<file path="config.mk">
export PLATFORM = sky130hd
export DESIGN_NAME = kbd_host_mailbox
export DESIGN_NICKNAME = d
export VERILOG_FILES = /design/src/rtl/kbd_mbx_pkg.sv /design/src/rtl/kbd_in_fsm.sv /design/src/rtl/kbd_out_fsm.sv /design/src/rtl/kbd_host_mailbox.sv
export SDC_FILE = /design/constraint.sdc
export NUM_CORES = 1
export LEC_CHECK = 0
export ABC_AREA = 1
export ABC_CLOCK_PERIOD_IN_PS = 1700
export CAP_MARGIN = 20
export CORE_ASPECT_RATIO = 0.6
export CORE_MARGIN = 2
export CORE_UTILIZATION = 39
export CTS_CLUSTER_SIZE = 14
export DETAILED_ROUTE_END_ITERATION = 8
export GPL_TIMING_DRIVEN = 0
export PLACE_DENSITY_LB_ADDON = 0.25
export SYNTH_ARGS = -nofsm -noshare
export SYNTH_HDL_FRONTEND = slang
export SYNTH_SLANG_ARGS = --single-unit
export TNS_END_PERCENT = 5
</file>
<file path="constraint.sdc">
create_clock -name clk -period 1.7 [get_ports clk]
set_clock_uncertainty 0.05 [all_clocks]
set_input_delay 0.34 -clock clk [delete_from_list [all_inputs] [get_ports clk]]
set_output_delay 0.34 -clock clk [all_outputs]
set_load 0.005 [all_outputs]
</file>
<file path="src/rtl/kbd_mbx_pkg.sv">
package kbd_mbx_pkg;
    localparam int BYTE_W = 8;

    localparam int ST_OBF = 0;
    localparam int ST_IBF = 1;
    localparam int ST_CMD = 3;

    typedef enum logic {
        IN_EMPTY = 1'b0,
        IN_FULL  = 1'b1
    } in_state_e;

    typedef enum logic {
        OUT_EMPTY = 1'b0,
        OUT_FULL  = 1'b1
    } out_state_e;
endpackage

</file>
<file path="src/rtl/kbd_in_fsm.sv">
module kbd_in_fsm
    import kbd_mbx_pkg::*;
#(
    parameter int W = BYTE_W
) (
    input  logic         clk,
    input  logic         rst_n,
    input  logic         host_wr,
    input  logic         host_port_sel,
    input  logic [W-1:0] host_wdata,
    input  logic         cpu_in_rd,
    output logic [W-1:0] in_data,
    output logic         ibf,
    output logic         cmd_flag
);
    in_state_e    state_q, state_d;
    logic [W-1:0] data_q;
    logic         cmd_q;

    always_comb begin
        state_d = state_q;
        unique case (state_q)
            IN_EMPTY: if (host_wr) state_d = IN_FULL;
            IN_FULL:  if (host_wr) state_d = IN_FULL;
                      else if (cpu_in_rd) state_d = IN_EMPTY;
            default:  state_d = IN_EMPTY;
        endcase
    end

    always_ff @(posedge clk) begin
        if (!rst_n) state_q <= IN_EMPTY;
        else        state_q <= state_d;
    end

    always_ff @(posedge clk) begin
        if (!rst_n) begin
            data_q <= '0;
            cmd_q  <= 1'b0;
        end else if (host_wr) begin
            data_q <= host_wdata;
            cmd_q  <= host_port_sel;
        end
    end

    assign in_data  = data_q;
    assign ibf      = (state_q == IN_FULL);
    assign cmd_flag = cmd_q;


    ibf_set_chk: assert property (@(posedge clk) disable iff (!rst_n)
        host_wr |=> ibf);

    cmd_tag_chk: assert property (@(posedge clk) disable iff (!rst_n)
        host_wr |=> (cmd_flag == $past(host_port_sel)));

    ibf_clr_chk: assert property (@(posedge clk) disable iff (!rst_n)
        (cpu_in_rd && !host_wr) |=> (!ibf && $stable(cmd_flag)));
endmodule

</file>
<file path="src/rtl/kbd_out_fsm.sv">
module kbd_out_fsm
    import kbd_mbx_pkg::*;
#(
    parameter int W = BYTE_W
) (
    input  logic         clk,
    input  logic         rst_n,
    input  logic         cpu_out_wr,
    input  logic [W-1:0] cpu_out_wdata,
    input  logic         host_data_rd,
    input  logic         autoclr,
    input  logic         kirq_en,
    input  logic         cpu_obf_clr,
    input  logic         cpu_kirq_clr,
    output logic [W-1:0] out_data,
    output logic         obf,
    output logic         kirq
);
    out_state_e   state_q, state_d;
    logic [W-1:0] data_q;
    logic         kirq_q, kirq_d;
    logic         hw_clear;

    assign hw_clear = host_data_rd && autoclr;

    always_comb begin
        state_d = state_q;
        unique case (state_q)
            OUT_EMPTY: if (cpu_out_wr) state_d = OUT_FULL;
            OUT_FULL:  if (cpu_out_wr) state_d = OUT_FULL;
                       else if (hw_clear || cpu_obf_clr) state_d = OUT_EMPTY;
            default:   state_d = OUT_EMPTY;
        endcase
    end

    always_ff @(posedge clk) begin
        if (!rst_n) state_q <= OUT_EMPTY;
        else        state_q <= state_d;
    end

    always_comb begin
        kirq_d = kirq_q;
        if (cpu_out_wr && kirq_en)            kirq_d = 1'b1;
        else if (hw_clear || cpu_kirq_clr)    kirq_d = 1'b0;
    end

    always_ff @(posedge clk) begin
        if (!rst_n) begin
            data_q <= '0;
            kirq_q <= 1'b0;
        end else begin
            kirq_q <= kirq_d;
            if (cpu_out_wr) data_q <= cpu_out_wdata;
        end
    end

    assign out_data = data_q;
    assign obf      = (state_q == OUT_FULL);
    assign kirq     = kirq_q;


    obf_set_chk: assert property (@(posedge clk) disable iff (!rst_n)
        cpu_out_wr |=> obf);

    autoclr_chk: assert property (@(posedge clk) disable iff (!rst_n)
        (host_data_rd && autoclr && !cpu_out_wr) |=> (!obf && !kirq));

    no_autoclr_chk: assert property (@(posedge clk) disable iff (!rst_n)
        (host_data_rd && !autoclr && !cpu_out_wr && !cpu_obf_clr) |=> (obf == $past(obf)));

    kirq_gate_chk: assert property (@(posedge clk) disable iff (!rst_n)
        (!kirq && !(cpu_out_wr && kirq_en)) |=> !kirq);
endmodule

</file>
<file path="src/rtl/kbd_host_mailbox.sv">
module kbd_host_mailbox
    import kbd_mbx_pkg::*;
(
    input  logic        clk,
    input  logic        rst_n,
    input  logic        host_wr,
    input  logic        host_rd,
    input  logic        host_port_sel,
    input  logic [7:0]  host_wdata,
    output logic [7:0]  host_rdata,
    input  logic        cpu_in_rd,
    output logic [7:0]  cpu_in_data,
    output logic [7:0]  cpu_status,
    input  logic        cpu_out_wr,
    input  logic [7:0]  cpu_out_wdata,
    input  logic        cpu_obf_clr,
    input  logic        cpu_kirq_clr,
    input  logic        cpu_mirq_set,
    input  logic        cpu_mirq_clr,
    input  logic        cfg_wr,
    input  logic        cfg_autoclr,
    input  logic        cfg_kirq_en,
    output logic        kbd_irq,
    output logic        mouse_irq
);
    logic [BYTE_W-1:0] out_data;
    logic [BYTE_W-1:0] status;
    logic              ibf, obf, cmd_flag;
    logic              autoclr_q, kirq_en_q, mirq_q;
    logic              host_data_rd;

    assign host_data_rd = host_rd && !host_port_sel;

    always_ff @(posedge clk) begin
        if (!rst_n) begin
            autoclr_q <= 1'b1;
            kirq_en_q <= 1'b0;
        end else if (cfg_wr) begin
            autoclr_q <= cfg_autoclr;
            kirq_en_q <= cfg_kirq_en;
        end
    end

    always_ff @(posedge clk) begin
        if (!rst_n)            mirq_q <= 1'b0;
        else if (cpu_mirq_set) mirq_q <= 1'b1;
        else if (cpu_mirq_clr) mirq_q <= 1'b0;
    end

    kbd_in_fsm #(.W(BYTE_W)) u_in (
        .clk           (clk),
        .rst_n         (rst_n),
        .host_wr       (host_wr),
        .host_port_sel (host_port_sel),
        .host_wdata    (host_wdata),
        .cpu_in_rd     (cpu_in_rd),
        .in_data       (cpu_in_data),
        .ibf           (ibf),
        .cmd_flag      (cmd_flag)
    );

    kbd_out_fsm #(.W(BYTE_W)) u_out (
        .clk           (clk),
        .rst_n         (rst_n),
        .cpu_out_wr    (cpu_out_wr),
        .cpu_out_wdata (cpu_out_wdata),
        .host_data_rd  (host_data_rd),
        .autoclr       (autoclr_q),
        .kirq_en       (kirq_en_q),
        .cpu_obf_clr   (cpu_obf_clr),
        .cpu_kirq_clr  (cpu_kirq_clr),
        .out_data      (out_data),
        .obf           (obf),
        .kirq          (kbd_irq)
    );

    always_comb begin
        status         = '0;
        status[ST_OBF] = obf;
        status[ST_IBF] = ibf;
        status[ST_CMD] = cmd_flag;
    end

    assign host_rdata = host_port_sel ? status : out_data;
    assign cpu_status = status;
    assign mouse_irq  = mirq_q;


    mirq_set_chk: assert property (@(posedge clk) disable iff (!rst_n)
        cpu_mirq_set |=> mouse_irq);

    mirq_clr_chk: assert property (@(posedge clk) disable iff (!rst_n)
        (cpu_mirq_clr && !cpu_mirq_set) |=> !mouse_irq);
endmodule

</file>
Word-level counts from Yosys, hierarchy flattened
Cells that the tools add are included.
- input bits: 30
- register bits: 23
- logic and storage cells: 32
- memories kept: 0
- memory bits (read-only): 0
- RAM bits: 0
- bits in latches: 0
- muxes and demuxes: 13
- divide/modulo/power cells: 0
- equal/unequal tests: 0
- order comparisons: 0
- add/sub/neg operators: 0
- reductions and logical operators: 8
- multiply operators: 0
- shifts and indexed selects: 0
- bitwise gates (word level): 2
- operators by type and width (cell ; count):
    $mux 1 ; 10
    $mux 8 ; 1
    $pmux 1 s2 ; 2
    $reduce_bool 2->1 ; 2
    $logic_and 1x1->1 ; 3
    $logic_or 1x1->1 ; 2
    $not 1->1 ; 2
    $logic_not 1->1 ; 1

Longest topological paths before layout
- word-level depth: 7
- depth in mapped cells: 5
- mapped depth without buffers: 4

By module
A second synthesis with hierarchy kept.
- cells, all modules: 134
- area total of the unflattened synthesis: 988.4 um^2
- modules (own cells, without submodules) (module ; instances ; area an instance (um^2) ; sequential area each (um^2) ; cells an instance):
    kbd_out_fsm ; 1 ; 371.6 ; 200.2 ; 45
    kbd_in_fsm ; 1 ; 346.6 ; 200.2 ; 43
    kbd_host_mailbox ; 1 ; 270.3 ; 60.1 ; 46

Worst setup path after synthesis
Ideal clock, no wire load.
- kind: input -> output
- start: in host_port_sel
- end: out host_rdata[0]
- buffers on the path: 1
- slack: 0.599 ns
- arrival time: 0.711 ns
- cell stages on the path: 3
- required time: 1.310 ns
- path through: buf_4 inv_2 o21ai_0
- longest elaborated chain between the ends: 1
- ends and longest elaborated chain (item ; line ; RTL):
    start, declared ; kbd_host_mailbox.sv:8 ; input logic host_port_sel,
    $mux 8 ; kbd_host_mailbox.sv:84 ; assign host_rdata = host_port_sel ? status : out_data;
    end, declared ; kbd_host_mailbox.sv:10 ; output logic [7:0] host_rdata,
Every way passes these cells.

Worst setup path in the final report
- start: reg u_out.data_q[7] (netlist: u_out.out_data[7])
- end: out host_rdata[7]
- longest elaborated chain between the ends: 1
- ends and longest elaborated chain (item ; line ; RTL):
    start, declared ; kbd_out_fsm.sv:20 ; logic [W-1:0] data_q;
    start signal, assigned ; kbd_out_fsm.sv:53 ; if (cpu_out_wr) data_q <= cpu_out_wdata;
    $mux 8 ; kbd_host_mailbox.sv:84 ;
Every way passes these cells.

==> impl_metrics.ini <==
[cts]
postCtsHoldBufs = 0
cts_sinks = 23
cts_max_level = 1
ctsRootBufferMaster = sky130_fd_sc_hd__clkbuf_8
max_clock_buf_depth = 2
later_pin_clock_latency_in_the_skew_report_ns = 0.26
worst_path_clk_slew_ns = 0.08
post_cts_buffers = 0
numCtsBuffers = 3
tritoncts_clock_tree = built

[logic_synthesis]
synth_adder_area_share_pct = 0
post-synth-top-count-cell = sky130_fd_sc_hd__nor2_1
netlist.area_leader.share_pct = 48.8
synth_flop_cell = sky130_fd_sc_hd__dfxtp_1
postSynthCellCount = 127
synth.mux.area_fraction_pct = 0
synth.lib_cells_used.distinct = 17
synth_top_family_by_area = simple AND/OR/NAND/NOR gates
post_synth_and_or_nand_nor_area_fraction_pct = 19.5
seq_area_frac_synth_pct = 48.8
postSynthAreaPerCell_sq_um = 7.43
yosys.area.top_type = sky130_fd_sc_hd__dfxtp_1
syn-cell-area_sq_um = 943
netlist_top_cells_area = sky130_fd_sc_hd__dfxtp_1 49%, sky130_fd_sc_hd__nor2_1 13%, sky130_fd_sc_hd__o21ai_0 8.5%
synth.ff_latch_count = 23
async_flop_share_pct = 0
synth-xor-area-share_pct = 0
synth-edff-count = 0
synth_top_cells_by_count = 32 x sky130_fd_sc_hd__nor2_1, 23 x sky130_fd_sc_hd__dfxtp_1, 16 x sky130_fd_sc_hd__o21ai_0, 13 x sky130_fd_sc_hd__nand2_1, 11 x sky130_fd_sc_hd__inv_1
yosys_warnings = 0
fraction_of_the_mapped_netlist_area_in_compound_gates_pct = 15.8

[timing]
report.final.hold_viol_count = 0
final_min_period_over_clock_period_pct = 95.0
drv_slew = 0
min_period_ns = 1.61
timing.fmax_ghz = 0.619
setup_repair_after_global_routing_missed_its_margin = no
timing.setup.tns_ns = 0
report.final.setup_viol = 0

[final_layout]
number_of_inserted_diodes = 0
fillers = 197
ff_latch_area_sq_um = 462
final-instance-count-excl-fill = 213
multi_input_comb_area_sq_um = 352
area_delta_synth_final_pct = 61.9
drive_above_1_share_pct = 12.0
final_nets = 214

[status]
run_status = completed

[die]
io_pins = 56
design.core.area_sq_mm = 0.00223
die_area_sq_mm = 0.00284
horizontal_die_dimension_um = 67.5
floorplan.die.height_um = 42.1
floorplan.initialDensity_pct = 42.3
num_rows = 13

[route]
drt-vias-per-instance = 4.51
routed_wirelength_um = 2400
post_drt_wl_per_cell_um = 11.3
route.antenna.remaining_nets = 0
vias = 961
first_pass_iters = 4
post-route-drc-count = 0
first_iter_violations = 21

[power]
power.switching_fraction_pct = 24.0
power_dens_cells_mw_per_mm2 = 763
report.power.total_uw = 1170
irDropWorstVdd_uv = 635
power_frac_seq_pct = 50.7
power.switching_uw = 280
share_clk_of_total_power_pct = 28.9
cellLeakagePower_uw = 0.000705
p_int_uw = 887
combPwrFrac_pct = 20.4

[critical_path]
critical_path_start_end_classification = reg -> out
worst-endpoint-required_ns = 1.31
critPathLaunchType = flop
cp_max_fo = 2
arrival_ns = 1.22
worst_r2r_path_depth = 4
setup.worst_path.start = u_out.out_data[7]
critPathCaptureType = output pin
critical_path.reg2reg.startpoint = u_out.obf

[hold_path]
min_from = rst_n
hp-class = in -> reg
min_delay_path_depth = 3

[global_route]
maximum_number_of_pins_on_one_net_before_global_route_repair = 14
first_global_vias = 930
grt_overflow = 0
grt_first_pass_wirelength_um = 4000
global_route.usage.total_pct = 18.3
antenna_found_initial = 0

[placed_design]
place_inst = 209
port-buffer-count = 48
gp_routability_congestion = 0.752
detailedPlacementHpwl_um = 1850

[flow_run]
maxCapViolCount = 0
[worst paths after layout]
check	endpoint	slack (ns)
min reg2reg	u_out.out_data[5]	0.41
max reg2reg	u_out.obf	0.94
max	host_rdata[7]	0.09
min	u_out.out_data[6]	0.33
[state kept, by name, indices dropped and copies added (netlist names)]
register	cells
u_in.ibf	1
u_out.out_data	8
mouse_irq	1
u_out.obf	1
autoclr_q	1
u_out.kirq	1
kirq_en_q	1
u_in.cmd_flag	1
u_in.in_data	8
[area by class of cell]
cell class	count	share of cell area, %
clock buffer	3	2.70
multi-input combinational	81	23.0
sequential	23	30.2
clock inverter	1	0.328
inverter	14	3.44
tap	30	2.46
buffer	13	6.14
timing repair buffer	48	31.7
[power by group through the flow]
stage	Sequential (uW)	Combinational (uW)	Clock, uW
2_1_floorplan	603	93.0	0
3_3_place_gp	603	232	0
3_5_place_dp	604	238	0
4_1_cts	592	239	344
5_1_grt	596	260	371
6_report	592	238	337
[layout by cell type (no fill, tap or decap), types with 2 or more instances in the layout]
cell type                         count
sky130_fd_sc_hd__o21ai_0             16
sky130_fd_sc_hd__o21ai_1              2
sky130_fd_sc_hd__buf_4                9
sky130_fd_sc_hd__nor2_1              32
sky130_fd_sc_hd__buf_2                2
sky130_fd_sc_hd__conb_1               5
sky130_fd_sc_hd__inv_2                2
sky130_fd_sc_hd__nand2_1             13
sky130_fd_sc_hd__clkdlybuf4s50_1     45
sky130_fd_sc_hd__a21oi_1             10
sky130_fd_sc_hd__dfxtp_1             22
sky130_fd_sc_hd__clkbuf_8             3
sky130_fd_sc_hd__dlymetal6s2s_1       2
sky130_fd_sc_hd__inv_1               11
[worst max-delay path: stages (launching register included)]
cell and delay [ns]:
sky130_fd_sc_hd__dfxtp_1 0.32, sky130_fd_sc_hd__inv_1 0.05, sky130_fd_sc_hd__nor2_1 0.08, sky130_fd_sc_hd__clkdlybuf4s50_1 0.50
[routing by layer]
metal  vias to the layer above  wire [um]  track usage [%]  part of all wire, %
met2                        32       1130             32.0                   47
met4                         0         21             4.08                 0.88
met5                         -          0                0                    0
met1                       429       1100             21.9                   46
met3                         4        147             5.38                  6.1
li1                        496          -                -                    -
[cells by family (layout without fill, tap and decap cells)]
group,after synthesis,in the layout
flip-flops,23,23
buffers and inverters,27,79
AND/OR/NAND/NOR,47,47
other,1,5
AO/OA/AOI/OAI,29,29
[timing repair]
item / 4_1_cts / 5_1_grt
setup endpoints to repair: 1 / 3
pin swaps: 0 / 0
resized for setup: 1 / 3
[metrics by stage]
stage / area, sq um / util [%] / worst slack [ns] / hold slack [ns]
2_1_floorplan: 958 / - / 0.599 / 0.380
3_3_place_gp: 1480 / 66.3 / 0.0625 / 0.390
3_5_place_dp: 1480 / 66.3 / 0.0628 / 0.396
4_1_cts: 1520 / 68.3 / 0.0593 / 0.325
5_1_grt: 1530 / 68.6 / 0.0256 / 0.330
6_report: 1530 / 68.6 / 0.0851 / 0.331
(Power assumes the default switching activity.)
